--- config.mk ---
export PLATFORM = sky130hd
export DESIGN_NAME = dest_pending_filter
export DESIGN_NICKNAME = d
export VERILOG_FILES = /design/src/rtl/dpb_pkg.sv /design/src/rtl/dpb_ctrl.sv /design/src/rtl/dpb_datapath.sv /design/src/rtl/dest_pending_filter.sv
export SDC_FILE = /design/constraint.sdc
export NUM_CORES = 2
export LEC_CHECK = 0
export BUFFER_PORTS_ARGS = -buffer_cell sky130_fd_sc_hd__buf_4
export CAP_MARGIN = 30
export CELL_PAD_IN_SITES_DETAIL_PLACEMENT = 0
export CELL_PAD_IN_SITES_GLOBAL_PLACEMENT = 1
export CORE_AREA = 2 2 291 293
export DETAILED_ROUTE_END_ITERATION = 8
export DIE_AREA = 0 0 293 295
export PLACE_DENSITY_LB_ADDON = 0.08
export SYNTH_ARGS = -nofsm -noshare
export SYNTH_HDL_FRONTEND = slang
export SYNTH_SLANG_ARGS = --single-unit
export TNS_END_PERCENT = 10
--- constraint.sdc ---
create_clock -name clk -period 13.6 [get_ports clk]
set_clock_uncertainty 0.05 [all_clocks]
set_input_delay 0.68 -clock clk [delete_from_list [all_inputs] [get_ports clk]]
set_output_delay 0.68 -clock clk [all_outputs]
set_load 0.02 [all_outputs]
--- src/rtl/dpb_pkg.sv ---
package dpb_pkg;

  // Per-cycle strobes from control to datapath
  typedef struct packed {
    logic       flush;
    logic [1:0] allocWe;
    logic [1:0] retireEn;
  } dpb_strobe_t;

endpackage

--- src/rtl/dpb_ctrl.sv ---
module dpb_ctrl
  import dpb_pkg::*;
#(
  parameter int ROB_DEPTH = 16,
  localparam int TAG_W = $clog2(ROB_DEPTH)
) (
  input  logic             clk,
  input  logic             rst_n,
  input  logic             flush,
  input  logic [1:0]       allocValid,
  input  logic [1:0]       retireValid,
  output dpb_strobe_t      strobe,
  output logic [TAG_W-1:0] allocSlot0,
  output logic [TAG_W-1:0] allocSlot1,
  output logic [TAG_W-1:0] retireSlot0,
  output logic [TAG_W-1:0] retireSlot1,
  output logic [TAG_W-1:0] headPtr
);

  logic [TAG_W-1:0] tailPtr;

  // Port 1 lands after port 0 only when port 0 also allocates
  assign allocSlot0  = tailPtr;
  assign allocSlot1  = tailPtr + TAG_W'(allocValid[0]);
  assign retireSlot0 = headPtr;
  assign retireSlot1 = headPtr + TAG_W'(retireValid[0]);

  always_comb begin
    strobe.flush    = flush;
    strobe.allocWe  = flush ? 2'b00 : allocValid;
    strobe.retireEn = flush ? 2'b00 : retireValid;
  end

  always_ff @(posedge clk or negedge rst_n) begin
    if (!rst_n) begin
      headPtr <= '0;
      tailPtr <= '0;
    end else if (flush) begin
      headPtr <= '0;
      tailPtr <= '0;
    end else begin
      headPtr <= headPtr + TAG_W'(retireValid[0]) + TAG_W'(retireValid[1]);
      tailPtr <= tailPtr + TAG_W'(allocValid[0]) + TAG_W'(allocValid[1]);
    end
  end

endmodule

--- src/rtl/dpb_datapath.sv ---
module dpb_datapath
  import dpb_pkg::*;
#(
  parameter int NUM_REGS  = 128,
  parameter int ROB_DEPTH = 16,
  parameter int NUM_READ  = 4,
  localparam int REG_W = $clog2(NUM_REGS),
  localparam int TAG_W = $clog2(ROB_DEPTH)
) (
  input  logic                            clk,
  input  logic                            rst_n,
  input  dpb_strobe_t                     strobe,
  input  logic [TAG_W-1:0]                allocSlot0,
  input  logic [TAG_W-1:0]                allocSlot1,
  input  logic [REG_W-1:0]                allocDest0,
  input  logic [REG_W-1:0]                allocDest1,
  input  logic [TAG_W-1:0]                retireSlot0,
  input  logic [TAG_W-1:0]                retireSlot1,
  input  logic [TAG_W-1:0]                headPtr,
  input  logic [NUM_READ-1:0][REG_W-1:0]  srcReg,
  output logic [NUM_READ-1:0]             lookupPending,
  output logic [NUM_READ-1:0]             lookupSearch,
  output logic [NUM_READ-1:0][TAG_W-1:0]  lookupTag,
  output logic [NUM_REGS-1:0]             pendMap
);

  logic [ROB_DEPTH-1:0] entryValid;
  logic [REG_W-1:0]     entryDest [ROB_DEPTH];

  logic [1:0][TAG_W-1:0] retSlot;
  logic [1:0][REG_W-1:0] retDest;
  logic [1:0]            otherWriter;
  logic [1:0]            clearOk;
  logic [NUM_REGS-1:0]   mapNext;

  assign retSlot[0] = retireSlot0;
  assign retSlot[1] = retireSlot1;

  // A retiring register is released only if no surviving entry writes it
  always_comb begin
    for (int p = 0; p < 2; p++) begin
      retDest[p]     = entryDest[retSlot[p]];
      otherWriter[p] = 1'b0;
      for (int s = 0; s < ROB_DEPTH; s++) begin
        if (entryValid[s] && entryDest[s] == retDest[p]
            && !(strobe.retireEn[0] && retireSlot0 == TAG_W'(s))
            && !(strobe.retireEn[1] && retireSlot1 == TAG_W'(s)))
          otherWriter[p] = 1'b1;
      end
      clearOk[p] = strobe.retireEn[p] && entryValid[retSlot[p]] && !otherWriter[p];
    end
  end

  // Clears first, then sets, so a same-cycle allocation keeps the bit
  always_comb begin
    mapNext = pendMap;
    for (int p = 0; p < 2; p++)
      if (clearOk[p]) mapNext[retDest[p]] = 1'b0;
    if (strobe.allocWe[0] && allocDest0 != '0) mapNext[allocDest0] = 1'b1;
    if (strobe.allocWe[1] && allocDest1 != '0) mapNext[allocDest1] = 1'b1;
  end

  always_ff @(posedge clk or negedge rst_n) begin
    if (!rst_n)            pendMap <= '0;
    else if (strobe.flush) pendMap <= '0;
    else                   pendMap <= mapNext;
  end

  // Destination table: retire invalidates, allocation (later) overwrites
  always_ff @(posedge clk or negedge rst_n) begin
    if (!rst_n) begin
      entryValid <= '0;
      for (int s = 0; s < ROB_DEPTH; s++) entryDest[s] <= '0;
    end else if (strobe.flush) begin
      entryValid <= '0;
    end else begin
      for (int s = 0; s < ROB_DEPTH; s++) begin
        if ((strobe.retireEn[0] && retireSlot0 == TAG_W'(s)) ||
            (strobe.retireEn[1] && retireSlot1 == TAG_W'(s)))
          entryValid[s] <= 1'b0;
        if (strobe.allocWe[0] && allocSlot0 == TAG_W'(s)) begin
          entryValid[s] <= (allocDest0 != '0);
          entryDest[s]  <= allocDest0;
        end
        if (strobe.allocWe[1] && allocSlot1 == TAG_W'(s)) begin
          entryValid[s] <= (allocDest1 != '0);
          entryDest[s]  <= allocDest1;
        end
      end
    end
  end

  // Read ports: the bitmap bit gates the search; scan oldest to youngest
  for (genvar r = 0; r < NUM_READ; r++) begin : g_read
    logic             searchOn;
    logic             hit;
    logic [TAG_W-1:0] idx;
    logic [TAG_W-1:0] tag;

    always_comb begin
      searchOn = pendMap[srcReg[r]];
      hit      = 1'b0;
      tag      = '0;
      idx      = '0;
      for (int k = 0; k < ROB_DEPTH; k++) begin
        idx = headPtr + TAG_W'(k);
        if (searchOn && entryValid[idx] && entryDest[idx] == srcReg[r]) begin
          hit = 1'b1;
          tag = idx;
        end
      end
    end

    assign lookupSearch[r]  = searchOn;
    assign lookupPending[r] = hit;
    assign lookupTag[r]     = tag;
  end

endmodule

--- src/rtl/dest_pending_filter.sv ---
module dest_pending_filter
  import dpb_pkg::*;
#(
  parameter int NUM_REGS  = 128,
  parameter int ROB_DEPTH = 16,
  parameter int NUM_READ  = 4,
  localparam int REG_W = $clog2(NUM_REGS),
  localparam int TAG_W = $clog2(ROB_DEPTH)
) (
  input  logic                           clk,
  input  logic                           rst_n,
  input  logic                           flush,
  input  logic [1:0]                     allocValid,
  input  logic [REG_W-1:0]               allocDest0,
  input  logic [REG_W-1:0]               allocDest1,
  output logic [TAG_W-1:0]               allocTag0,
  output logic [TAG_W-1:0]               allocTag1,
  input  logic [1:0]                     retireValid,
  input  logic [NUM_READ-1:0][REG_W-1:0] srcReg,
  output logic [NUM_READ-1:0]            lookupPending,
  output logic [NUM_READ-1:0]            lookupSearch,
  output logic [NUM_READ-1:0][TAG_W-1:0] lookupTag
);

  dpb_strobe_t         strobe;
  logic [TAG_W-1:0]    retireSlot0, retireSlot1, headPtr;
  logic [NUM_REGS-1:0] pendMap;

  dpb_ctrl #(.ROB_DEPTH(ROB_DEPTH)) u_ctrl (
    .clk(clk), .rst_n(rst_n), .flush(flush),
    .allocValid(allocValid), .retireValid(retireValid),
    .strobe(strobe),
    .allocSlot0(allocTag0), .allocSlot1(allocTag1),
    .retireSlot0(retireSlot0), .retireSlot1(retireSlot1),
    .headPtr(headPtr)
  );

  dpb_datapath #(.NUM_REGS(NUM_REGS), .ROB_DEPTH(ROB_DEPTH), .NUM_READ(NUM_READ)) u_dp (
    .clk(clk), .rst_n(rst_n), .strobe(strobe),
    .allocSlot0(allocTag0), .allocSlot1(allocTag1),
    .allocDest0(allocDest0), .allocDest1(allocDest1),
    .retireSlot0(retireSlot0), .retireSlot1(retireSlot1),
    .headPtr(headPtr), .srcReg(srcReg),
    .lookupPending(lookupPending), .lookupSearch(lookupSearch),
    .lookupTag(lookupTag), .pendMap(pendMap)
  );

endmodule

==> impl_metrics.json <==
{
  "synthFlopType": "dfrtp_1",
  "cap_violations": 0,
  "synthTopCellsByArea": "mux4_2, dfrtp_1, xnor2_1",
  "wl_per_cell_um": 40.0,
  "synthCells": 4426,
  "crit_path_max_incr_delay_ns": 0.78,
  "viasPerCell": 7.71,
  "place_inst": 5209,
  "antenna_found_initial": 11,
  "clockBufferDepth": 3,
  "ctsResizeCount": 0,
  "switching_share": 0.542,
  "synth_most_common_cell": "xnor2_1",
  "drv_slew": 0,
  "drt-total-wl_um": 211000,
  "dp_hpwl_um": 150000,
  "cts_num_sinks": 264,
  "yosysSeqAreaShare": 0.160,
  "core_area_sq_um": 83200,
  "clock_latency_ns": 0.59,
  "rsz0062_at_grt": "false",
  "p_switching_w": 0.00409,
  "timing.final.ws_setup_ns": 6.30,
  "p_seq_frac": 0.177,
  "ir_drop_uv": 103,
  "routabilityCongestion": 1.05,
  "drt-pass1-iter-count": 7,
  "cts_tree": "yes",
  "grt_pass1_vias": 38591,
  "power.density_nw_per_um2": 175,
  "fill_cells": 7879,
  "start_util": 0.496,
  "hold_viol_final": 13,
  "cp_max_fo": 27,
  "drc": 0,
  "crit_family": "buffers and inverters",
  "worstMarginPinSlew_ns": 1.23,
  "post_cts_buffers": 0,
  "hold_path.class": "input port to asynchronous set/reset pin",
  "violations": "hold timing",
  "cts.root.buffer_cell": "clkbuf_16",
  "ioPinCount": 81,
  "instances_no_fill": 5280,
  "worstPathCellList": "inv_2 -> buf_4 -> ha_1 -> xor2_4 -> buf_4 -> mux4_2 -> xnor2_1 -> or4_1 -> nor2_1 -> nand2_1 -> o21bai_1 -> a2111oi_0 -> o211a_1 -> a211oi_1 -> buf_4",
  "die-width_um": 293,
  "min_period_ns": 7.30,
  "async_flop_share": 1.00,
  "p_leak_nw": 15.2,
  "multi_input_area_sq_um": 32000,
  "cts_hold_buf": 0,
  "fin_crit_sh": 0.537,
  "synthesis.area_sq_um": 41200,
  "synth_edf_count": 0,
  "status": "finished with violations",
  "hold_ws_ns": -0.00723,
  "grtUsageTotal": 0.479,
  "cp_data_required_time_ns": 12.87,
  "syn_nets": 4497,
  "row_count": 106,
  "worst_path_most_repeated_cell": "buf_4",
  "pwr-share-clk": 0.131,
  "crit_type": "flip-flop to output port",
  "synth_top_cell_by_area": "mux4_2",
  "dieArea_sq_um": 86400,
  "start_kind": "flip-flop",
  "synthDistinctLibCells": 105,
  "clk_pin_slew_ns": 0.06,
  "drtAntennaViolNets": 0,
  "overflow": 0,
  "drt_iter0_markers": 6288,
  "power_w": 0.00756,
  "ys_warn_count": 0,
  "portBuffers": 80,
  "fmax_mhz": 137,
  "cts_buffers": 34,
  "nNetsFinal": 4243,
  "ys_top_cells_by_count": "xnor2_1, mux4_2, mux2i_1",
  "htree_levels": 2,
  "seq_area_sq_um": 6620,
  "area_growth_pct": 4.52,
  "setup_viol": 0,
  "cpMaxStageDelayCell": "ha_1",
  "grt_start_max_net_pins": 125,
  "fin_setup_tns_ns": 0,
  "cp-end-kind": "output port",
  "vias": 40699,
  "drive_above_1_share": 0.182,
  "utilization": 0.518,
  "cp.arrival_ns": 6.57,
  "dp_slack_ns": 6.96,
  "p_int_w": 0.00346,
  "ys_ff_latch": 264,
  "cp_num_buf_inv": 4,
  "syn_area_per_cell_sq_um": 9.32,
  "max_slew_margin": 0.177,
  "grt_pass1_wl_um": 296000,
  "die_h_um": 295,
  "yosys.area.top_type_share": 0.201,
  "pwr-share-comb": 0.691
}
-- path summary, 6_finish.rpt --
kind / from / end / depth (start not counted) / slack (ns)
min reg2reg: u_dp.pendMap[10] / u_dp.pendMap[10] / 3 / 0.60
min: rst_n / u_dp.entryDest[63] / 1 / -0.007
min in group clk: allocValid[1] / u_ctrl.allocSlot0[0] / 3 / 0.41
max: u_ctrl.headPtr[0] / lookupTag[6] / 15 / 6.30
max reg2reg: u_ctrl.headPtr[1] / u_dp.pendMap[15] / 14 / 6.76
max in group asynchronous: rst_n / u_dp.pendMap[51] / 4 / 11.64
-- cells by family after synthesis --
| logic type | Yosys count | synth area share |
|---|---|---|
| and+or+nand+nor | 1105 | 0.139 |
| AOI/OAI and AO/OA | 1042 | 0.178 |
| muxes | 744 | 0.300 |
| xor gates and xnor gates | 700 | 0.150 |
| buffers and inverters | 549 | 0.0665 |
| DFF | 264 | 0.160 |
| adders and majority gates | 22 | 0.00667 |
-- routing by layer --
| metal | part of all wire | wire, um | global-route usage |
|---|---|---|---|
| met5 | 0.0011 | 241 | 0.00222 |
| met4 | 0.081 | 17100 | 0.313 |
| met3 | 0.15 | 31400 | 0.188 |
| met2 | 0.42 | 87800 | 0.695 |
| met1 | 0.35 | 74400 | 0.592 |
-- cell type report --
type,instances,share of cell area
multi-input combinational,3613,0.743
sequential,264,0.154
timing repair buffer,221,0.0415
tap,1080,0.0314
clock buffer,48,0.0224
clock inverter,13,0.00485
inverter,38,0.00331
antenna,3,0.000174
-- metrics by stage --
step | instance area (sq um) | hold slack [ns]
after global placement | 41600 | 0.583
after global routing | 43100 | 0.0284
after detailed placement | 41800 | 0.591
final | 43100 | -0.00723
after floorplan | 41200 | 0.334
after CTS | 43000 | 0.0172
-- state kept, by name, summed over array words and instances, names as in the netlist --
register           count
u_dp.pendMap         128
u_dp.entryValid       16
u_ctrl.allocSlot0      4
u_dp.entryDest       112
u_ctrl.headPtr         4
-- cells in the final DEF (no fill, tap or decap), drive strengths merged, types with 22 or more instances in the layout --
cell      n
xnor2   542
mux4    379
mux2i   336
a21oi   318
nor2    288
dfrtp   264
nand2   261
buf     221
nand4   165
xor2    158
o41ai   132
a21o    116
o22a    115
o21ai    86
nor4     81
nand3    64
nor3     59
clkbuf   48
a22oi    36
nor2b    34
inv      34
mux2     29
and2     25
o211ai   24
or3      24
a31oi    23
a211oi   23
ha       22
-- power by group through the flow --
stage / Clock (W) / Combinational [W] / Sequential (W)
global placement: 0 / 0.00496 / 0.00129
global route: 0.00102 / 0.00540 / 0.00130
detailed placement: 0 / 0.00501 / 0.00129
CTS: 0.000994 / 0.00503 / 0.00127
floorplan: 0 / 0.00394 / 0.000924
finish: 0.000994 / 0.00522 / 0.00134
Power figures use the tool's default switching activity.
